### src/rtl/alu8_pkg.sv
package alu8_pkg;

  typedef enum logic [4:0] {
    OP_ADD  = 5'd0,
    OP_ADC  = 5'd1,
    OP_SUB  = 5'd2,
    OP_SBC  = 5'd3,
    OP_DAA  = 5'd4,
    OP_AND  = 5'd5,
    OP_OR   = 5'd6,
    OP_XOR  = 5'd7,
    OP_CPL  = 5'd8,
    OP_RL   = 5'd9,
    OP_RR   = 5'd10,
    OP_RLC  = 5'd11,
    OP_RRC  = 5'd12,
    OP_INC  = 5'd13,
    OP_DEC  = 5'd14,
    OP_SZ   = 5'd15,
    OP_SNZ  = 5'd16
  } alu_op_e;

  localparam int unsigned STAT_W  = 8;
  localparam int unsigned BIT_C   = 0;
  localparam int unsigned BIT_AC  = 1;
  localparam int unsigned BIT_Z   = 2;
  localparam int unsigned BIT_OV  = 3;
  localparam int unsigned BIT_PD  = 4;
  localparam int unsigned BIT_TO  = 5;

  // per-flag write enables plus new values
  typedef struct packed {
    logic en_c;
    logic en_ac;
    logic en_z;
    logic en_ov;
    logic c;
    logic ac;
    logic z;
    logic ov;
  } flag_upd_t;

endpackage

### src/rtl/alu_adder.sv
module alu_adder #(
  parameter int unsigned W = 8
) (
  input  logic [W-1:0] x_i,
  input  logic [W-1:0] y_i,
  input  logic         cin_i,
  output logic [W-1:0] sum_o,
  output logic         c_out_o,
  output logic         c_half_o,
  output logic         ov_o
);
  localparam int unsigned NIB = W / 2;

  logic [W:0] full;
  logic       c_msb_in;

  assign full     = {1'b0, x_i} + {1'b0, y_i} + {{W{1'b0}}, cin_i};
  assign sum_o    = full[W-1:0];
  assign c_out_o  = full[W];
  assign c_half_o = x_i[NIB] ^ y_i[NIB] ^ full[NIB];
  assign c_msb_in = x_i[W-1] ^ y_i[W-1] ^ full[W-1];
  assign ov_o     = c_msb_in ^ full[W];

endmodule

### src/rtl/alu_arith.sv
module alu_arith
  import alu8_pkg::*;
#(
  parameter int unsigned W = 8
) (
  input  alu_op_e      op_i,
  input  logic [W-1:0] a_i,
  input  logic [W-1:0] b_i,
  input  logic         c_i,
  input  logic         ac_i,
  output logic [W-1:0] res_o,
  output logic         c_o,
  output logic         ac_o,
  output logic         ov_o,
  output logic         daa_c_o
);
  localparam int unsigned NIB     = W / 2;
  localparam logic [W-1:0] FIX_LO  = W'(6);
  localparam logic [W-1:0] FIX_HI  = W'(6) << NIB;
  localparam logic [W-1:0] BCD_MAX = W'((9 << NIB) | 9);
  localparam logic [NIB-1:0] DIG_MAX = NIB'(9);

  logic [W-1:0] y;
  logic         cin;
  logic         lo_fix, hi_fix;

  assign lo_fix  = (a_i[NIB-1:0] > DIG_MAX) | ac_i;
  assign hi_fix  = (a_i > BCD_MAX) | c_i;
  assign daa_c_o = c_i | hi_fix;

  // one adder serves every arithmetic opcode
  always_comb begin
    y   = b_i;
    cin = 1'b0;
    unique case (op_i)
      OP_ADC:  cin = c_i;
      OP_SUB:  begin y = ~b_i; cin = 1'b1; end
      OP_SBC:  begin y = ~b_i; cin = c_i;  end
      OP_INC:  begin y = '0;   cin = 1'b1; end
      OP_DEC:  y = '1;
      OP_DAA:  y = (FIX_LO & {W{lo_fix}}) | (FIX_HI & {W{hi_fix}});
      default: ;
    endcase
  end

  alu_adder #(.W(W)) u_add (
    .x_i     (a_i),
    .y_i     (y),
    .cin_i   (cin),
    .sum_o   (res_o),
    .c_out_o (c_o),
    .c_half_o(ac_o),
    .ov_o    (ov_o)
  );

endmodule

### src/rtl/alu_logic.sv
module alu_logic
  import alu8_pkg::*;
#(
  parameter int unsigned W = 8
) (
  input  alu_op_e      op_i,
  input  logic [W-1:0] a_i,
  input  logic [W-1:0] b_i,
  input  logic         c_i,
  output logic [W-1:0] res_o,
  output logic         c_o
);
  always_comb begin
    res_o = a_i;
    c_o   = c_i;
    unique case (op_i)
      OP_AND: res_o = a_i & b_i;
      OP_OR:  res_o = a_i | b_i;
      OP_XOR: res_o = a_i ^ b_i;
      OP_CPL: res_o = ~a_i;
      OP_RL:  res_o = {a_i[W-2:0], a_i[W-1]};
      OP_RR:  res_o = {a_i[0], a_i[W-1:1]};
      OP_RLC: begin res_o = {a_i[W-2:0], c_i}; c_o = a_i[W-1]; end
      OP_RRC: begin res_o = {c_i, a_i[W-1:1]}; c_o = a_i[0];   end
      default: ;
    endcase
  end
endmodule

### src/rtl/alu_stat_reg.sv
module alu_stat_reg
  import alu8_pkg::*;
(
  input  logic              clk_i,
  input  logic              rst_ni,
  input  logic              upd_en_i,
  input  flag_upd_t         upd_i,
  input  logic              wr_en_i,
  input  logic [STAT_W-1:0] wr_data_i,
  input  logic              clr_wdt_i,
  input  logic              halt_i,
  input  logic              wdt_to_i,
  output logic [STAT_W-1:0] status_o
);
  logic c_q, ac_q, z_q, ov_q, pd_q, to_q;
  logic unused_wr;

  assign unused_wr = ^wr_data_i[STAT_W-1:BIT_PD];

  always_ff @(posedge clk_i or negedge rst_ni) begin
    if (!rst_ni) begin
      c_q  <= 1'b0;
      ac_q <= 1'b0;
      z_q  <= 1'b0;
      ov_q <= 1'b0;
      pd_q <= 1'b0;
      to_q <= 1'b0;
    end else begin
      if (upd_en_i) begin
        if (upd_i.en_c)  c_q  <= upd_i.c;
        if (upd_i.en_ac) ac_q <= upd_i.ac;
        if (upd_i.en_z)  z_q  <= upd_i.z;
        if (upd_i.en_ov) ov_q <= upd_i.ov;
      end
      // software write placed last: it wins
      if (wr_en_i) begin
        c_q  <= wr_data_i[BIT_C];
        ac_q <= wr_data_i[BIT_AC];
        z_q  <= wr_data_i[BIT_Z];
        ov_q <= wr_data_i[BIT_OV];
      end
      if (halt_i)         pd_q <= 1'b1;
      else if (clr_wdt_i) pd_q <= 1'b0;
      if (wdt_to_i)                to_q <= 1'b1;
      else if (halt_i || clr_wdt_i) to_q <= 1'b0;
    end
  end

  assign status_o = {2'b00, to_q, pd_q, ov_q, z_q, ac_q, c_q};

  AST_SPARE_ZERO: assert property (@(posedge clk_i) disable iff (!rst_ni)
    status_o[7:6] == 2'b00);
  AST_PD_SOFT_IMMUNE: assert property (@(posedge clk_i) disable iff (!rst_ni)
    (!halt_i && !clr_wdt_i) |=> $stable(status_o[BIT_PD]));
  AST_HALT_PD: assert property (@(posedge clk_i) disable iff (!rst_ni)
    (halt_i && !wdt_to_i) |=> (status_o[BIT_PD] && !status_o[BIT_TO]));
  AST_TO_SET: assert property (@(posedge clk_i) disable iff (!rst_ni)
    wdt_to_i |=> status_o[BIT_TO]);

endmodule

### src/rtl/alu8_flags.sv
module alu8_flags
  import alu8_pkg::*;
#(
  parameter int unsigned W = 8
) (
  input  logic              clk_i,
  input  logic              rst_ni,
  input  logic              valid_i,
  input  logic [4:0]        op_i,
  input  logic [W-1:0]      a_i,
  input  logic [W-1:0]      b_i,
  input  logic              wr_stat_i,
  input  logic [STAT_W-1:0] wr_data_i,
  input  logic              clr_wdt_i,
  input  logic              halt_i,
  input  logic              wdt_to_i,
  output logic [W-1:0]      res_o,
  output logic              skip_o,
  output logic [STAT_W-1:0] status_o
);
  alu_op_e   op;
  logic [W-1:0] ar_res, lg_res;
  logic      ar_c, ar_ac, ar_ov, daa_c, lg_c;
  logic      is_arith, res_zero;
  flag_upd_t upd;

  assign op = alu_op_e'(op_i);

  alu_arith #(.W(W)) u_arith (
    .op_i   (op),
    .a_i    (a_i),
    .b_i    (b_i),
    .c_i    (status_o[BIT_C]),
    .ac_i   (status_o[BIT_AC]),
    .res_o  (ar_res),
    .c_o    (ar_c),
    .ac_o   (ar_ac),
    .ov_o   (ar_ov),
    .daa_c_o(daa_c)
  );

  alu_logic #(.W(W)) u_logic (
    .op_i (op),
    .a_i  (a_i),
    .b_i  (b_i),
    .c_i  (status_o[BIT_C]),
    .res_o(lg_res),
    .c_o  (lg_c)
  );

  always_comb begin
    unique case (op)
      OP_ADD, OP_ADC, OP_SUB, OP_SBC, OP_DAA, OP_INC, OP_DEC: is_arith = 1'b1;
      default: is_arith = 1'b0;
    endcase
  end

  assign res_o    = is_arith ? ar_res : lg_res;
  assign res_zero = (res_o == '0);

  always_comb begin
    unique case (op)
      OP_INC, OP_DEC: skip_o = res_zero;
      OP_SZ:          skip_o = (a_i == '0);
      OP_SNZ:         skip_o = (a_i != '0);
      default:        skip_o = 1'b0;
    endcase
  end

  always_comb begin
    upd    = '0;
    upd.c  = ar_c;
    upd.ac = ar_ac;
    upd.ov = ar_ov;
    upd.z  = res_zero;
    unique case (op)
      OP_ADD, OP_ADC, OP_SUB, OP_SBC: begin
        upd.en_c = 1'b1; upd.en_ac = 1'b1; upd.en_ov = 1'b1; upd.en_z = 1'b1;
      end
      OP_DAA: begin
        upd.en_c = 1'b1; upd.c = daa_c; upd.en_z = 1'b1;
      end
      OP_AND, OP_OR, OP_XOR, OP_CPL, OP_INC, OP_DEC: upd.en_z = 1'b1;
      OP_RLC, OP_RRC: begin
        upd.en_c = 1'b1; upd.c = lg_c;
      end
      default: ;
    endcase
  end

  alu_stat_reg u_stat (
    .clk_i    (clk_i),
    .rst_ni   (rst_ni),
    .upd_en_i (valid_i),
    .upd_i    (upd),
    .wr_en_i  (wr_stat_i),
    .wr_data_i(wr_data_i),
    .clr_wdt_i(clr_wdt_i),
    .halt_i   (halt_i),
    .wdt_to_i (wdt_to_i),
    .status_o (status_o)
  );

  AST_NOVALID_HOLD: assert property (@(posedge clk_i) disable iff (!rst_ni)
    (!valid_i && !wr_stat_i) |=> $stable(status_o[3:0]));
  AST_LOGIC_KEEP_C: assert property (@(posedge clk_i) disable iff (!rst_ni)
    (valid_i && !wr_stat_i && (op_i inside {5'd5, 5'd6, 5'd7, 5'd8, 5'd9, 5'd10, 5'd13, 5'd14}))
      |=> $stable(status_o[1:0]));
  AST_SKIP_OPS: assert property (@(posedge clk_i) disable iff (!rst_ni)
    skip_o |-> (op_i inside {5'd13, 5'd14, 5'd15, 5'd16}));

endmodule

### config.mk
export PLATFORM = sky130hd
export DESIGN_NAME = alu8_flags
export DESIGN_NICKNAME = d
export VERILOG_FILES = /design/src/rtl/alu8_pkg.sv /design/src/rtl/alu_adder.sv /design/src/rtl/alu_arith.sv /design/src/rtl/alu_logic.sv /design/src/rtl/alu_stat_reg.sv /design/src/rtl/alu8_flags.sv
export SDC_FILE = /design/constraint.sdc
export NUM_CORES = 1
export LEC_CHECK = 0
export CORE_ASPECT_RATIO = 1.2
export CORE_UTILIZATION = 54
export CTS_CLUSTER_DIAMETER = 30
export DETAILED_ROUTE_END_ITERATION = 16
export GPL_TIMING_DRIVEN = 0
export PLACE_DENSITY = 0.84
export SLEW_MARGIN = 0
export SYNTH_ARGS = -nofsm -noshare
export SYNTH_HDL_FRONTEND = slang
export SYNTH_SLANG_ARGS = --single-unit
### constraint.sdc
create_clock -name clk_i -period 23.1 [get_ports clk_i]
set_input_delay 6.93 -clock clk_i [delete_from_list [all_inputs] [get_ports clk_i]]
set_output_delay 6.93 -clock clk_i [all_outputs]
set_load 0.02 [all_outputs]
# Word-level counts from Yosys, hierarchy flattened
# Cells that the tools add are included.
dict set report op_classes {
  addsub 2
  magnitude_cmp 2
  eq_ne 17
  n_mux 27
  bitwise_logic 14
  reduce_logical 23
}
# op n
set ops {}
lappend ops {{case mux 8 bit (8 select lines)} 1}
lappend ops {{equality test 5 x 4 -> 1 bit, second input constant} 8}
lappend ops {{case mux 8 bit (4 select lines)} 1}
lappend ops {{equality test 5 x 3 -> 1 bit, second input constant} 4}
lappend ops {{two-way mux 1 bit} 20}
lappend ops {{logical NOT 8 bit} 2}
lappend ops {{inverter 8 bit} 2}
lappend ops {{OR reduction 7 bit} 2}
lappend ops {{nonzero test 2 bit} 6}
lappend ops {{OR reduction 11 bit} 1}
lappend ops {{equality test 5 x 2 -> 1 bit, second input constant} 2}
lappend ops {{OR reduction 2 bit} 5}
lappend ops {{adder 8 x 8 -> 9 bit} 1}
lappend ops {{adder 9 x 1 -> 9 bit} 1}
lappend ops {{bitwise AND 8 bit} 1}
lappend ops {{> comparator 8 bit, second input constant} 1}
lappend ops {{two-way mux 8 bit} 1}
lappend ops {{OR 8 bit} 1}
lappend ops {{nonzero test 8 bit} 1}
lappend ops {{bitwise XOR 8 bit} 1}
lappend ops {{OR 3 x 7 -> 7 bit} 1}
lappend ops {{case mux 1 bit (2 select lines)} 3}
lappend ops {{equality test 5 x 1 -> 1 bit, second input constant} 1}
lappend ops {{equality test 5 bit, second input constant} 1}
lappend ops {{10 further kinds} 17}
dict set report totals {
  reg_bits 6
  in_bits 36
}

# Depth between registers and ports, before layout
dict set report logic_depth {
  ltp_word 11
  ltp_mapped 19
  mapped_depth_nobuf 16
}

# By module
# A second synthesis with hierarchy kept.
dict set report unflattened {
  hier_cells 315
  area_unflattened_um2 2464.9
}
# module n_inst cells_each area_per_inst_um2 seq_area_each_um2
set modules_own_cells {}
lappend modules_own_cells {alu_logic 1 119 892.1 0.0}
lappend modules_own_cells {alu_arith 1 61 427.9 0.0}
lappend modules_own_cells {alu_adder 1 48 410.4 0.0}
lappend modules_own_cells {alu8_flags 1 52 380.4 0.0}
lappend modules_own_cells {alu_stat_reg 1 35 354.1 150.1}

# Least setup slack after synthesis
# Ideal clock, no wire load.
dict set report synth_path {
  path_kind {input-to-output}
  startpoint {in op_i[0]}
  endpoint {out skip_o}
  arrival_ps 10500
  required_ps 16170
  path_slack_ps 5670
  stages 17
  path_buffers 3
  cell_sequence {clkbuf_2 -> buf_2 -> clkbuf_1 -> xor2_1 -> mux2_2 -> nand2_1 -> a21o_1 -> a211o_1 -> ha_1 -> nor2b_1 -> o21ai_0 -> or3b_2 -> nand2_1 -> a22oi_1 -> or2_2 -> nor4_2 -> a31o_1}
}
dict set report synth_between {
  elab_chain_len 8
  elab_cells_between_ends 31
  cone_classes {add/sub: 2; eq/ne: 16; mux: 6; reduce/logical: 7}
}
# item line
set synth_rtl {}
lappend synth_rtl {{start: declaration} alu8_flags.sv:9} ;# input logic [4:0] op_i,
lappend synth_rtl {{equality test 5 x 2 -> 1 bit} {alu_arith.sv:35, alu8_flags.sv:52}}
lappend synth_rtl {{OR reduction 2 bit (no line)} -}
lappend synth_rtl {{case mux 8 bit (4 select lines)} alu_arith.sv:35} ;# unique case (op_i)
lappend synth_rtl {{adder 8 x 8 -> 9 bit} alu_adder.sv:17} ;# assign full = {1'b0, x_i} + {1'b0, y_i} + {{W{1'b0}}, cin_i};
lappend synth_rtl {{adder 9 x 1 -> 9 bit} alu_adder.sv:17}
lappend synth_rtl {{two-way mux 8 bit *} alu8_flags.sv:58} ;# assign res_o = is_arith ? ar_res : lg_res;
lappend synth_rtl {{net res_o[3]} alu8_flags.sv:17} ;# output logic [W-1:0] res_o,
lappend synth_rtl {{logical NOT 8 bit *} alu8_flags.sv:59} ;# assign res_zero = (res_o == '0);
lappend synth_rtl {{case mux 1 bit (3 select lines) *} alu8_flags.sv:62} ;# unique case (op)
lappend synth_rtl {{end: declaration} alu8_flags.sv:18} ;# output logic skip_o,
# The timed path passes the listed nets; every way through them passes the cells marked *.

# Worst setup path after layout
dict set report layout_path {
  startpoint {in op_i[2]}
  endpoint {out skip_o}
}
dict set report layout_between {
  elab_chain_len 8
  elab_cells_between_ends 31
  cone_classes {add/sub: 2; eq/ne: 16; mux: 6; reduce/logical: 7}
}
# item line
set layout_rtl {}
lappend layout_rtl {{equality test 5 x 2 -> 1 bit} {alu_arith.sv:35, alu8_flags.sv:52}}
lappend layout_rtl {{OR reduction 2 bit (no line)} -}
lappend layout_rtl {{case mux 8 bit (4 select lines)} alu_arith.sv:35}
lappend layout_rtl {{adder 8 x 8 -> 9 bit} alu_adder.sv:17}
lappend layout_rtl {{adder 9 x 1 -> 9 bit} alu_adder.sv:17}
lappend layout_rtl {{two-way mux 8 bit} alu8_flags.sv:58}
lappend layout_rtl {{logical NOT 8 bit} alu8_flags.sv:59}
lappend layout_rtl {{case mux 1 bit (3 select lines) *} alu8_flags.sv:62}
# Mark *: on every way between the ends. The rest lies on a longest branch, timed or not.

==> metrics.cfg <==
[sta]
fin_crit_ns = 18.75
period_share_pct = 81.2
tns_ns = 0
relSlewSlack_pct = 41.6
worstMarginPinSlew_ns = 0.864
hold_viol_final = 0
hold_slack_ns = 0.491
rsz0062_at_grt = false
worst_slack_ns = 4.35
clock.fmax_mhz = 53.3
fin_skew_ns = 0.000519
setup_viol = 0
slew_viol_final = 0

[cts]
clockRootBuffer = clkbuf_8
cts_resized = 0
cts_tree = done
path_clk_slew_ns = 0.03
cts.sinks = 6
post_cts_buffers = 0
clock_latency_ns = 0.22
max-clock-path-buffers = 2
cts_hold_buf = 0
cts_made_buffers = 3
htreeDepth = 1

[critical_path]
path_buf_inv = 5
slowest_stage = clkdlybuf4s50_1
r2r-end = u_stat.z_q
max_stage_delay_ns = 0.59
worst_r2r_startpoint = u_stat.ac_q
r2r_slack_ns = 19.89
crit_type = input pin to output port
worstPathCellList = clkdlybuf4s50_1 > buf_2 > clkbuf_1 > buf_1 > nand2_1 > a21o_1 > a211o_1 > ha_1 > nor2b_1 > o31ai_1 > a21oi_1 > a21o_1 > a21oi_1 > xnor2_1 > o21ai_0 > a31o_1 > clkdlybuf4s50_1
r2r_cells = 12
path_max_fanout = 10
crit_path_start = op_i[2]
crit_arrival_ns = 11.82
cp_data_required_time_ns = 16.17
path_delay_family = compound AO/OA/AOI/OAI gates
critPathLaunchType = input pin
cp-end-kind = output port

[finish]
nNetsFinal = 398
diodes = 0
drive_gt1_share_pct = 8.36
finalNonFillerCells = 387
syn_to_final_growth_pct = 26.4
fill_cells = 328

[logic_synthesis]
synthFlopType = dfrtp_1
ys_async_sr_fraction_pct = 100
synthDistinctLibCells = 65
synth_top_area_share_pct = 14.1
syn_area_mm2 = 0.00204
synth_top_area_cell = ha_1
yosysSeqAreaShare_pct = 7.34
syn_avg_cell_area_um2 = 7.10
synth_common_cells = 24 x nand2_1, 23 x ha_1, 22 x inv_1, 22 x nor2_1, 20 x o21ai_0
synth.most_common_cell = nand2_1
synth.area.top_cells = ha_1 14%, dfrtp_1 7.3%, o21ai_0 4.9%
syn_inst = 288
yosys_register_bits = 6
synth_edf_count = 0
yosysWarnings = 0

[power_and_ir_drop]
p_per_area_mw_per_mm2 = 34.0
power_leakage_nw = 1.16
peakVddDrop_v = 0.0000386
power_mw = 0.0879

[place]
placed_cells = 384
gp_congestion = 1.00
port_buffers = 43
dp_slack_ns = 4.44
hpwl_mm = 4.98

[drt]
avgViaCountPerCell = 6.06
drtIter0Drc = 167
drcViolationCount = 0
wire_per_inst_um = 16.5
ant_nets = 0
wl_mm = 6.39
first_pass_iters = 5
num_vias = 2344

[min_path]
hp-start = u_stat.to_q
min_to = u_stat.to_q
holdPathStages = 1
min_path_type = register to register

[global_route]
met3_usage_pct = 3.54
grt_pass1_vias = 2199
met1_usage_pct = 44.6
grt-ovfl-total = 0
antenna_found_initial = 0
grt_pass1_wl_mm = 10.5
grt_max_degree = 11
grt_use_total_pct = 33.2
gr-max-usage-layer = met2
met2_usage_pct = 52.1

[floorplanning]
core_mm2 = 0.00363
dieArea_mm2 = 0.00404
initial_utilization_pct = 56.3
pin_count = 53
die_w_um = 58.2
die_h_um = 69.4
rows = 24

[run_status]
status = finished clean

[job]
max-cap-violations = 0

## registers in the layout, summed over array words and instances (netlist names)
signal	cells
u_stat.to_q	1
u_stat.ov_q	1
u_stat.pd_q	1
u_stat.z_q	1
u_stat.ac_q	1
u_stat.c_q	1
## metrics by stage
| step | util [%] | cell area (um^2) |
|---|---|---|
| floorplan | - | 2050 |
| global placement | 70.0 | 2540 |
| detailed placement | 70.0 | 2540 |
| CTS | 71.1 | 2580 |
| global route | 71.1 | 2580 |
| finish | 71.1 | 2580 |
## cells in the final DEF, fill, tap and decap left out, types with 6 or more instances in the layout
cell type        count
nor2b_1              9
o22ai_1              6
a21oi_1             18
o21ai_0             20
nor2_1              22
dfrtp_1              6
clkdlybuf4s50_1     43
buf_2                6
inv_1               22
buf_4                8
ha_1                23
mux2i_1              8
nand2_1             24
## logic make-up (layout without fill, tap and decap cells)
family                     after synthesis  count (layout)  share of synthesized area [%]
and+or+nand+nor                         89              89                           22.9
adders and majority gates               25              25                           16.0
buffers and inverters                   48              94                           11.5
xor gates and xnor gates                10              10                           4.28
AOI/OAI and AO/OA                      100             100                           33.3
muxes                                    9               9                           4.47
DFF                                      6               6                           7.34
other                                    1               2                          0.183
## routing by layer
metal	routed length, um	share of wire, %
met1	2730	43
met2	2910	46
met3	495	7.8
met4	247	3.9
met5	0	0
## final cells by class
class / instances / area (um^2) / area share (%)
buffer: 26 / 153 / 5.91
clock buffer: 3 / 41.3 / 1.60
inverter: 22 / 82.6 / 3.19
multi-input combinational: 235 / 1660 / 64.3
sequential: 6 / 150 / 5.81
tap: 52 / 65.1 / 2.52
timing repair buffer: 43 / 430 / 16.7
## power breakdown
part / internal, mW / switching (mW)
clock network: 0.0111 / 0.00402
logic: 0.0276 / 0.0323
registers: 0.0118 / 0.00103
## worst reg2reg max path, cell delays in order, from the launching register on
cell	delay [ns]
dfrtp_1	0.38
o21ai_0	0.16
a211oi_1	0.12
a211o_1	0.33
ha_1	0.27
nor2b_1	0.14
o31ai_1	0.28
a21oi_1	0.15
a21o_1	0.21
a21oi_1	0.24
xnor2_1	0.11
o21ai_0	0.53
a31o_1	0.23
## worst max-delay path by stage
stage / cells past startpoint / endpoint / slack [ns]
final: 17 / skip_o / 4.35
after global routing: 17 / skip_o / 4.06
after CTS: 17 / skip_o / 4.44
after detailed placement: 17 / skip_o / 4.44
after global placement: 17 / skip_o / 4.52
after floorplan: 17 / skip_o / 5.67
(Power assumes the default switching activity.)
